## config.mk

```make
export PLATFORM = sky130hd
export DESIGN_NAME = con_uart_status
export DESIGN_NICKNAME = d
export VERILOG_FILES = /design/src/rtl/ust_pkg.sv /design/src/rtl/ust_w1c_flag.sv /design/src/rtl/ust_txstat.sv /design/src/rtl/ust_regif.sv /design/src/rtl/con_uart_status.sv
export SDC_FILE = /design/constraint.sdc
export NUM_CORES = 1
export LEC_CHECK = 0
export ABC_AREA = 1
export ABC_CLOCK_PERIOD_IN_PS = 900
export BUFFER_PORTS_ARGS = -buffer_cell sky130_fd_sc_hd__buf_2
export CAP_MARGIN = 10
export CORE_MARGIN = 5
export CORE_UTILIZATION = 30
export CTS_BUF_LIST = sky130_fd_sc_hd__clkbuf_8 sky130_fd_sc_hd__clkbuf_16
export DETAILED_ROUTE_END_ITERATION = 16
export GPL_TIMING_DRIVEN = 0
export PLACE_DENSITY = 0.69
export SLEW_MARGIN = 20
export SYNTH_ARGS = -nofsm -noshare
export SYNTH_HDL_FRONTEND = slang
export SYNTH_SLANG_ARGS = --single-unit
```

## constraint.sdc

```tcl
create_clock -name clk -period 0.9 [get_ports clk]
set_input_delay 0.045 -clock clk [delete_from_list [all_inputs] [get_ports clk]]
set_output_delay 0.045 -clock clk [all_outputs]
set_load 0.05 [all_outputs]
```

## src/rtl/ust_pkg.sv

```systemverilog
package ust_pkg;
   localparam int OVR_BIT  = 4;
   localparam int CCD_BIT  = 5;
   localparam int RXI_BIT  = 11;
   localparam int TXI_BIT  = 17;
   localparam int THE_BIT  = 18;
   localparam int STAT_MIN_W = THE_BIT + 1;
   localparam int MODE_W   = 2;

   typedef enum logic [MODE_W-1:0] {
      TXM_OFF   = 2'b00,
      TXM_IRQ   = 2'b01,
      TXM_ALT_A = 2'b10,
      TXM_ALT_B = 2'b11
   } txmode_e;
endpackage

```

## src/rtl/ust_w1c_flag.sv

```systemverilog
module ust_w1c_flag #(
   parameter bit SET_WINS = 1'b1
) (
   input  logic clk,
   input  logic rst_n,
   input  logic set_i,
   input  logic clr_i,
   output logic flag_o
);
   logic nxt;

   generate
      if (SET_WINS) begin : g_set_pri
         always_comb begin
            if (set_i)      nxt = 1'b1;
            else if (clr_i) nxt = 1'b0;
            else            nxt = flag_o;
         end
      end else begin : g_clr_pri
         always_comb begin
            if (clr_i)      nxt = 1'b0;
            else if (set_i) nxt = 1'b1;
            else            nxt = flag_o;
         end
      end
   endgenerate

   always_ff @(posedge clk or negedge rst_n) begin
      if (!rst_n) flag_o <= 1'b0;
      else        flag_o <= nxt;
   end
endmodule

```

## src/rtl/ust_txstat.sv

```systemverilog
module ust_txstat (
   input  logic clk,
   input  logic rst_n,
   input  logic load_i,
   input  logic drain_i,
   input  logic sh_empty_i,
   output logic hold_empty_o,
   output logic tx_idle_o
);
   always_ff @(posedge clk or negedge rst_n) begin
      if (!rst_n)       hold_empty_o <= 1'b1;
      else if (load_i)  hold_empty_o <= 1'b0;
      else if (drain_i) hold_empty_o <= 1'b1;
   end

   assign tx_idle_o = hold_empty_o & sh_empty_i;
endmodule

```

## src/rtl/ust_regif.sv

```systemverilog
module ust_regif
   import ust_pkg::*;
#(
   parameter int ADDR_W   = 4,
   parameter int DATA_W   = 32,
   parameter int STAT_IDX = 0,
   parameter int IEN_IDX  = 1,
   parameter int TXD_IDX  = 2,
   parameter int MODE_IDX = 3
) (
   input  logic              clk,
   input  logic              rst_n,
   input  logic [ADDR_W-1:0] addr_i,
   input  logic              wr_i,
   input  logic              rd_i,
   input  logic [DATA_W-1:0] wdata_i,
   input  logic [DATA_W-1:0] stat_i,
   output logic [DATA_W-1:0] rdata_o,
   output logic [DATA_W-1:0] ien_o,
   output txmode_e           mode_o,
   output logic              stat_wr_o,
   output logic              txd_wr_o
);
   localparam logic [DATA_W-1:0] IEN_MASK =
      DATA_W'((64'd1 << OVR_BIT) | (64'd1 << CCD_BIT) | (64'd1 << THE_BIT));

   logic hit_stat, hit_ien, hit_txd, hit_mode;
   assign hit_stat = (addr_i == ADDR_W'(STAT_IDX));
   assign hit_ien  = (addr_i == ADDR_W'(IEN_IDX));
   assign hit_txd  = (addr_i == ADDR_W'(TXD_IDX));
   assign hit_mode = (addr_i == ADDR_W'(MODE_IDX));

   assign stat_wr_o = wr_i & hit_stat;
   assign txd_wr_o  = wr_i & hit_txd;

   always_ff @(posedge clk or negedge rst_n) begin
      if (!rst_n) begin
         ien_o  <= '0;
         mode_o <= TXM_OFF;
      end else if (wr_i) begin
         if (hit_ien)  ien_o  <= wdata_i & IEN_MASK;
         if (hit_mode) mode_o <= txmode_e'(wdata_i[MODE_W-1:0]);
      end
   end

   logic [DATA_W-1:0] rd_mux;
   always_comb begin
      rd_mux = '0;
      if (hit_stat)      rd_mux = stat_i;
      else if (hit_ien)  rd_mux = ien_o;
      else if (hit_mode) rd_mux[MODE_W-1:0] = mode_o;
   end

   always_ff @(posedge clk or negedge rst_n) begin
      if (!rst_n)    rdata_o <= '0;
      else if (rd_i) rdata_o <= rd_mux;
   end
endmodule

```

## src/rtl/con_uart_status.sv

```systemverilog
module con_uart_status
   import ust_pkg::*;
#(
   parameter int ADDR_W   = 4,
   parameter int DATA_W   = 32,
   parameter int TXD_W    = 8,
   parameter bit IRQ_REG  = 1'b1,
   parameter bit SET_WINS = 1'b1
) (
   input  logic              clk,
   input  logic              rst_n,
   input  logic [ADDR_W-1:0] bus_addr,
   input  logic              bus_wr,
   input  logic              bus_rd,
   input  logic [DATA_W-1:0] bus_wdata,
   output logic [DATA_W-1:0] bus_rdata,
   input  logic              rx_fill,
   input  logic              rx_full,
   input  logic              rx_ctl_hit,
   input  logic              rx_idle,
   input  logic              tx_drain,
   input  logic              tx_sh_empty,
   output logic              tx_load,
   output logic [TXD_W-1:0]  tx_byte,
   output logic              irq
);
   localparam int STAT_IDX = 0;
   localparam int IEN_IDX  = 1;
   localparam int TXD_IDX  = 2;
   localparam int MODE_IDX = 3;
   localparam int NSTICKY  = 2;

   generate
      if (DATA_W < STAT_MIN_W) begin : g_bad_data_w
         $error("DATA_W too narrow for status word");
      end
      if (TXD_W > DATA_W || TXD_W < 1) begin : g_bad_txd_w
         $error("TXD_W must be 1..DATA_W");
      end
      if ((1 << ADDR_W) <= MODE_IDX) begin : g_bad_addr_w
         $error("ADDR_W too narrow for register map");
      end
   endgenerate

   logic [DATA_W-1:0] stat_word, ien;
   txmode_e           mode;
   logic              stat_wr, txd_wr;

   ust_regif #(
      .ADDR_W(ADDR_W), .DATA_W(DATA_W), .STAT_IDX(STAT_IDX),
      .IEN_IDX(IEN_IDX), .TXD_IDX(TXD_IDX), .MODE_IDX(MODE_IDX)
   ) u_regif (
      .clk(clk), .rst_n(rst_n), .addr_i(bus_addr), .wr_i(bus_wr),
      .rd_i(bus_rd), .wdata_i(bus_wdata), .stat_i(stat_word),
      .rdata_o(bus_rdata), .ien_o(ien), .mode_o(mode),
      .stat_wr_o(stat_wr), .txd_wr_o(txd_wr)
   );

   // sticky receive flags: index 0 overrun, index 1 control character
   logic [NSTICKY-1:0] st_set, st_clr, st_q;
   assign st_set = {rx_ctl_hit, rx_fill & rx_full};
   assign st_clr = {stat_wr & bus_wdata[CCD_BIT], stat_wr & bus_wdata[OVR_BIT]};

   for (genvar i = 0; i < NSTICKY; i++) begin : g_sticky
      ust_w1c_flag #(.SET_WINS(SET_WINS)) u_flag (
         .clk(clk), .rst_n(rst_n), .set_i(st_set[i]),
         .clr_i(st_clr[i]), .flag_o(st_q[i])
      );
   end

   logic hold_empty, tx_idle;
   ust_txstat u_txstat (
      .clk(clk), .rst_n(rst_n), .load_i(txd_wr), .drain_i(tx_drain),
      .sh_empty_i(tx_sh_empty), .hold_empty_o(hold_empty), .tx_idle_o(tx_idle)
   );

   assign tx_load = txd_wr;
   assign tx_byte = bus_wdata[TXD_W-1:0];

   always_comb begin
      stat_word          = '0;
      stat_word[OVR_BIT] = st_q[0];
      stat_word[CCD_BIT] = st_q[1];
      stat_word[RXI_BIT] = rx_idle;
      stat_word[TXI_BIT] = tx_idle;
      stat_word[THE_BIT] = hold_empty;
   end

   logic irq_any;
   assign irq_any = (stat_word[OVR_BIT] & ien[OVR_BIT])
                  | (stat_word[CCD_BIT] & ien[CCD_BIT])
                  | (stat_word[THE_BIT] & ien[THE_BIT] & (mode == TXM_IRQ));

   generate
      if (IRQ_REG) begin : g_irq_ff
         logic irq_q;
         always_ff @(posedge clk or negedge rst_n) begin
            if (!rst_n) irq_q <= 1'b0;
            else        irq_q <= irq_any;
         end
         assign irq = irq_q;
      end else begin : g_irq_comb
         assign irq = irq_any;
      end
   endgenerate

   logic unused_wdata;
   assign unused_wdata = ^{bus_wdata, ien};
endmodule

```

==> metrics, run 1 <==
status=complete, no violations; number of vias after detailed routing=856; Post-Route Skew=0.00270 ns; kind of end point of the critical path=primary output; gr usage total=0.0990; worst reg2reg path depth=4; Synth Warn #=0; TritonRoute pass-1 iters=4; signed area change from the synthesized netlist to the final layout=46.0%; maximum number of pins on one net before global-route repair=17; Setup Crit Path Kind=flip-flop to primary output; Sw Pwr=821 uW; Fmax achieved=1.16 GHz; LEAKAGE=0.000844 uW; DRC violation count after routing=0; area of the core region=0.00310 mm2; via/cell ratio=3.66; Net count, final=237; half-perimeter wire length of the detailed placement result=1790 um; clock-pin slew of the registers on the worst-case setup and hold paths=0.06 ns; reg-to-reg startpoint=u_txstat.hold_empty_o$_DFFE_PN1P_; setup repair after global routing missed its margin=yes; most used cells in the layout excluding fill and tap cells=buf_4, nand2_1, buf_2; I/O Buffers=35; clock period minus final worst setup slack=0.862 ns; switching part of the total power=0.366; reg2reg end=u_regif.rdata_o[18]$_DFFE_PN0P_; cell area reported after detailed placement=0.00131 mm2; register bit count reported by yosys=16; final-layout fill cell count=340; critical-path cell with the highest stage delay=dfrtp_1; number of antenna violations at the first check in global routing=0; worst hold slack=approximately 0.0067 ns; 1st-iter DRT viols=29; count of clock tree sinks=16; total length of routed wires=2110 um; chip width=around 68 um; number of distinct library cells after synthesis=14; Longest Clk Path Bufs=2; required time of the critical path=0.85 ns; GPL Wtd Cong=0.796; buffer type at the clock tree root=clkbuf_8; clock latency on the worst-skew pair=0.24 ns; Die Outline Area=between 0.004 and 0.005 mm2; final critical-path share of the clock period=0.958; register share of total power=0.377; CTS H-tree lvls=1; hold path startpoint=rx_fill; kind of cell adding the most delay to the critical path=flip-flops; TritonCTS clock tree=done; Reg2Reg Setup Slack=~0.038 ns; proportion of synthesized chip area in sequential cells=0.405; clock buffers created by TritonCTS=3; Routed wire per std cell=9.02 um; number of cells on the worst hold path=3; starting density of the core=0.320; standard-cell row count=20; endpoint with the worst hold slack=g_sticky[0].u_flag.flag_o$_DFFE_PN0P_; synthesized area per cell=8.20 um2; launching element type of the critical path=flip-flop; most common cell after layout, fill and taps aside=buf_4; internal cell power=1420 uW; class of the most critical hold timing path=input pin to flip-flop; Top Ports=88; worst vdd ir=0.432 mV; relative contribution of combinational cells to total power=0.348; CP peak stage delay=0.38 ns; Antenna diodes=0; Clk pwr share=0.275; combined buffer and inverter count along the critical path=1; chip height=67.5 um; total congestion overflow=0; critical-path cell list=buf_4; vias in the first global route=827; global-route wire length before repair=3510 um; arrival time reported for the critical path endpoint=0.82 ns; final-report setup violation count=0; post-synth design cell area=992 um2; layout cells sized above 1=0.432; highest fanout seen on the critical path=2; final design area excluding fillers=0.00145 mm2; Power Density=1550 mW/mm2; gate count after technology mapping=121; post-route ant nets=0; maximum capacitance violations=0; number of hold violations in the final report=0; Final Max Slew Viols=0
==> routing by layer <==
metal | track usage | vias up | wire length (um)
met5 | 0 | - | 0
li1 | - | 467 | -
met4 | 0.0228 | 0 | 0
met1 | 0.120 | 361 | 843
met2 | 0.173 | 28 | 1090
met3 | 0.0283 | 0 | 178
==> per-stage QoR <==
step | util | setup TNS (ns) | worst slack, ns | std cells | power, uW
after floorplan | - | 0 | 0.0527 | 145 | 1460
after global placement | 0.423 | -0.0450 | -0.0450 | 224 | 1600
after detailed placement | 0.423 | -0.0376 | -0.0376 | 224 | 1610
after CTS | 0.460 | 0 | 0.0213 | 232 | 2260
after global routing | 0.467 | -0.0350 | -0.0350 | 234 | 2370
final | 0.467 | 0 | 0.0377 | 234 | 2250
==> cells in the mapped netlist <==
cell / number / area, um2
inv_1: 10 / 37.5
nand3_2: 2 / 20.0
nor2_2: 1 / 6.26
buf_4: 33 / 248
nand3_1: 8 / 40.0
inv_2: 1 / 3.75
nand2_1: 31 / 116
dfrtp_1: 15 / 375
dfstp_2: 1 / 26.3
nand4_1: 5 / 31.3
buf_6: 1 / 11.3
nor2_4: 2 / 22.5
o21ai_1: 10 / 50.1
conb_1: 1 / 3.75
==> worst min-delay path, cell delays in order <==
cell     delay (ns)
buf_2          0.07
nand2_1        0.04
nand2_1        0.05
==> kinds of logic after synthesis <==
kind of cell / count (synthesis) / share of synthesized area
other: 1 / 0.00378
flip-flops: 16 / 0.405
buffers and inverters: 45 / 0.303
AO/OA/AOI/OAI: 10 / 0.0504
AND/OR/NAND/NOR: 49 / 0.238
==> flip-flops by register name, indices dropped and copies added, names as in the netlist <==
signal                  count
u_regif.mode_o              2
u_regif.ien_o               3
g_sticky.u_flag.flag_o      2
u_txstat.hold_empty_o       1
u_regif.rdata_o             7
irq                         1
==> worst max-delay path by stage <==
stage | end | cells past startpoint | from
after CTS | tx_load | 6 | bus_addr[3]
after global placement | tx_load | 6 | bus_addr[3]
after floorplan | u_regif.rdata_o[11]$_DFFE_PN0P_ | 2 | u_regif.rdata_o[11]$_DFFE_PN0P_
after global routing | u_regif.rdata_o[18]$_DFFE_PN0P_ | 4 | u_txstat.hold_empty_o$_DFFE_PN1P_
final | bus_rdata[11] | 1 | u_regif.rdata_o[11]$_DFFE_PN0P_
after detailed placement | tx_load | 6 | bus_addr[3]
==> layout make-up <==
cell class / instances / area [um2] / area share
Buffer: 34 / 259 / 0.179
Clock buffer: 4 / 55.1 / 0.0380
Tap cell: 44 / 55.1 / 0.0380
Multi-Input combinational cell: 84 / 380 / 0.263
Sequential cell: 16 / 402 / 0.277
Inverter: 11 / 41.3 / 0.0285
Timing Repair Buffer: 41 / 256 / 0.177
==> power by group through the flow <==
stage / logic (uW) / clock network, uW / registers [uW]
floorplan: 525 / 0 / 934
global placement: 742 / 0 / 856
detailed placement: 750 / 0 / 857
CTS: 772 / 648 / 846
global route: 845 / 668 / 860
finish: 782 / 617 / 846
==> repair_timing <==
item | CTS | global route
hold endpoints to repair | 18 | 0
pin swaps | 0 | 1
hold buffers | 4 | 0
endpoints found under the setup margin | 8 | 3
buffers inserted | 0 | 2
gates resized for setup | 8 | 2
(Power assumes the default switching activity.)
==> run 2: changes to the inputs <==
--- a/config.mk
+++ b/config.mk
@@ -6,15 +6,15 @@
 export NUM_CORES = 1
 export LEC_CHECK = 0
 export ABC_AREA = 1
-export ABC_CLOCK_PERIOD_IN_PS = 900
+export ABC_CLOCK_PERIOD_IN_PS = 1100
 export BUFFER_PORTS_ARGS = -buffer_cell sky130_fd_sc_hd__buf_2
 export CAP_MARGIN = 10
 export CORE_MARGIN = 5
-export CORE_UTILIZATION = 30
+export CORE_UTILIZATION = 40
 export CTS_BUF_LIST = sky130_fd_sc_hd__clkbuf_8 sky130_fd_sc_hd__clkbuf_16
 export DETAILED_ROUTE_END_ITERATION = 16
 export GPL_TIMING_DRIVEN = 0
-export PLACE_DENSITY = 0.69
+export PLACE_DENSITY = 0.88
 export SLEW_MARGIN = 20
 export SYNTH_ARGS = -nofsm -noshare
 export SYNTH_HDL_FRONTEND = slang
==> constraint.sdc (replaced) <==
create_clock -name clk -period 1.1 [get_ports clk]
set_input_delay 0.055 -clock clk [delete_from_list [all_inputs] [get_ports clk]]
set_output_delay 0.055 -clock clk [all_outputs]
set_load 0.05 [all_outputs]
==> run 2 against run 1 <==
Compared with the run above: first-iteration DRC count fell by 55%; critical path depth rose by 5; routed wire length fell by 3.7%; sequential share of layout area rose by 1.6 points; largest cell class unchanged; largest power group unchanged.
==> metrics, run 2 (synthesis results as in run 1) <==
LEAKAGE=0.000825 uW (-2.3%); highest fanout seen on the critical path=10 (+8); cell area reported after detailed placement=0.00129 mm2 (-1.3%); reg-to-reg startpoint=u_txstat.hold_empty_o$_DFFE_PN1P_; standard-cell row count=18 (-10%); clock period minus final worst setup slack=~0.96 ns; signed area change from the synthesized netlist to the final layout=38.1%; area of the core region=0.00243 mm2 (-22%); post-route ant nets=0 (unchanged); number of antenna violations at the first check in global routing=0 (unchanged); TritonRoute pass-1 iters=4 (unchanged); clock buffers created by TritonCTS=3 (unchanged); top routing layer used=met4; reg2reg end=u_regif.rdata_o[18]$_DFFE_PN0P_; status=complete, no violations; worst vdd ir=0.731 mV (+69%); vias in the first global route=785 (-5.1%); Post-Route Skew=0.00141 ns (-0.00129 ns); metal2 WL=1010 um (-7.2%); chip height=59.8 um (-11%); Total Neg Setup Slack=0 ns (unchanged); GPL Wtd Cong=0.851 (+6.8%); number of hold violations in the final report=0 (unchanged); TritonCTS clock tree=done; endpoint with the worst hold slack=g_sticky[0].u_flag.flag_o$_DFFE_PN0P_; detailed-route wire length on metal 1=777 um (-7.8%); most used cells in the layout excluding fill and tap cells=buf_2, buf_4, nand2_1; Fmax achieved=1.05 GHz; hold path startpoint=rx_full; arrival time reported for the critical path endpoint=0.90 ns (+0.08 ns); layout cells sized above 1=0.430 (-0.00147); Routed wire per std cell=9.41 um (+4.3%); starting density of the core=0.408 (+0.0882); DR WL met3=227 um (+28%); CP peak stage delay=0.25 ns (-0.13 ns); gr usage total=0.115 (+0.0157); Reg2Reg Setup Slack=0.22 ns (+0.18 ns); dominant cell type by count on the critical path=buf_2; Antenna diodes=0 (unchanged); number of cells on the worst hold path=3 (unchanged); launching element type of the critical path=input pin; I/O Buffers=35 (unchanged); class of the most critical hold timing path=input pin to flip-flop; Longest Clk Path Bufs=2 (unchanged); Largest regs=u_regif.rdata_o (7), u_regif.ien_o (3); number of vias after detailed routing=871 (+1.8%); maximum capacitance violations=0 (unchanged); total congestion overflow=0 (unchanged); DRC violation count after routing=0 (unchanged); Power Density=1320 mW/mm2 (-15%); 1st-iter DRT viols=13 (-55%); register with the most flip-flops=u_regif.rdata_o; maximum number of pins on one net before global-route repair=17 (unchanged); setup repair after global routing missed its margin=no; Setup Crit Path Kind=input pin to primary output; Top Ports=88 (unchanged); Net count, final=233 (-1.7%); final design area excluding fillers=0.00137 mm2 (-5.4%); worst reg2reg path depth=4 (unchanged); Die Outline Area=0.00358 mm2 (-22%); CTS H-tree lvls=1 (unchanged); count of clock tree sinks=16 (unchanged); global-route wire length before repair=3170 um (-9.8%); flip-flop count of the largest register after layout=7 (unchanged); kind of end point of the critical path=primary output; buffer type at the clock tree root=clkbuf_8; total setup buffers inserted after CTS=0 (unchanged); final critical-path share of the clock period=0.870; required time of the critical path=1.04 ns (+0.19 ns); total length of routed wires=2030 um (-3.7%); chip width=59.8 um (-11%); half-perimeter wire length of the detailed placement result=1730 um (-3.1%); Final Max Slew Viols=0 (unchanged); final-report setup violation count=0 (unchanged); clock latency on the worst-skew pair=0.24 ns (about the same); most common cell after layout, fill and taps aside=buf_2; critical-path cell list=buf_2 > nor2_4 > buf_6 > nand4_1 > inv_1 > buf_2; clock-pin slew of the registers on the worst-case setup and hold paths=0.06 ns (about the same); critical-path cell with the highest stage delay=buf_2; via/cell ratio=4.03 (+10%)
## run 2: power by group
group	internal [uW]	switching, uW	total (uW)
Sequential	651	40.3	691
Combinational	178	441	619
Clock	317	185	502
Total	1150	667	1810
## run 2: per-layer routing
metal  track usage  up-vias
met5             0        -
met4        0.0285        0
met3        0.0346        3
met2         0.196       45
met1         0.140      368
li1              -      455
## run 2: worst max-delay path by stage
stage	startpoint	endpoint	slack [ns]	depth (start not counted)
floorplan	u_regif.rdata_o[11]$_DFFE_PN0P_	u_regif.rdata_o[11]$_DFFE_PN0P_	0.25	2
global placement	bus_addr[3]	tx_load	0.14	6
detailed placement	bus_addr[3]	tx_load	0.13	6
CTS	bus_addr[3]	tx_load	0.13	6
global route	bus_addr[3]	tx_load	0.09	6
finish	bus_addr[3]	tx_load	0.14	6
## run 2: area by class of cell
class	count	area [um2]
clock buffers	4	55.1
fillers	247	1060
flip-flops and latches	16	402
well taps	30	37.5
repair buffers	37	195
inverters	11	41.3
plain buffers	34	259
multi-input cells	84	380
## run 2: critical path: cells and delay by family
family | cells | cell delay, ns
and+or+nand+nor | 2 | 0.26
buffers and inverters | 4 | 0.58
## run 2: timing repair
action	CTS	global route
hold buffers	2	0
gates resized for setup	0	0
hold endpoints to repair	16	0
## run 2: metrics by stage
| stage | std cells | util | power [uW] | hold slack [ns] | setup WS (ns) |
|---|---|---|---|---|---|
| finish | 216 | 0.563 | 1810 | 0.00694 | 0.143 |
| global route | 216 | 0.563 | 1900 | 0.0194 | 0.0934 |
| global placement | 210 | 0.532 | 1310 | -0.0226 | 0.140 |
| detailed placement | 210 | 0.532 | 1310 | -0.0177 | 0.129 |
| CTS | 216 | 0.563 | 1830 | 0.00795 | 0.133 |
| floorplan | 145 | - | 1190 | -0.241 | 0.253 |
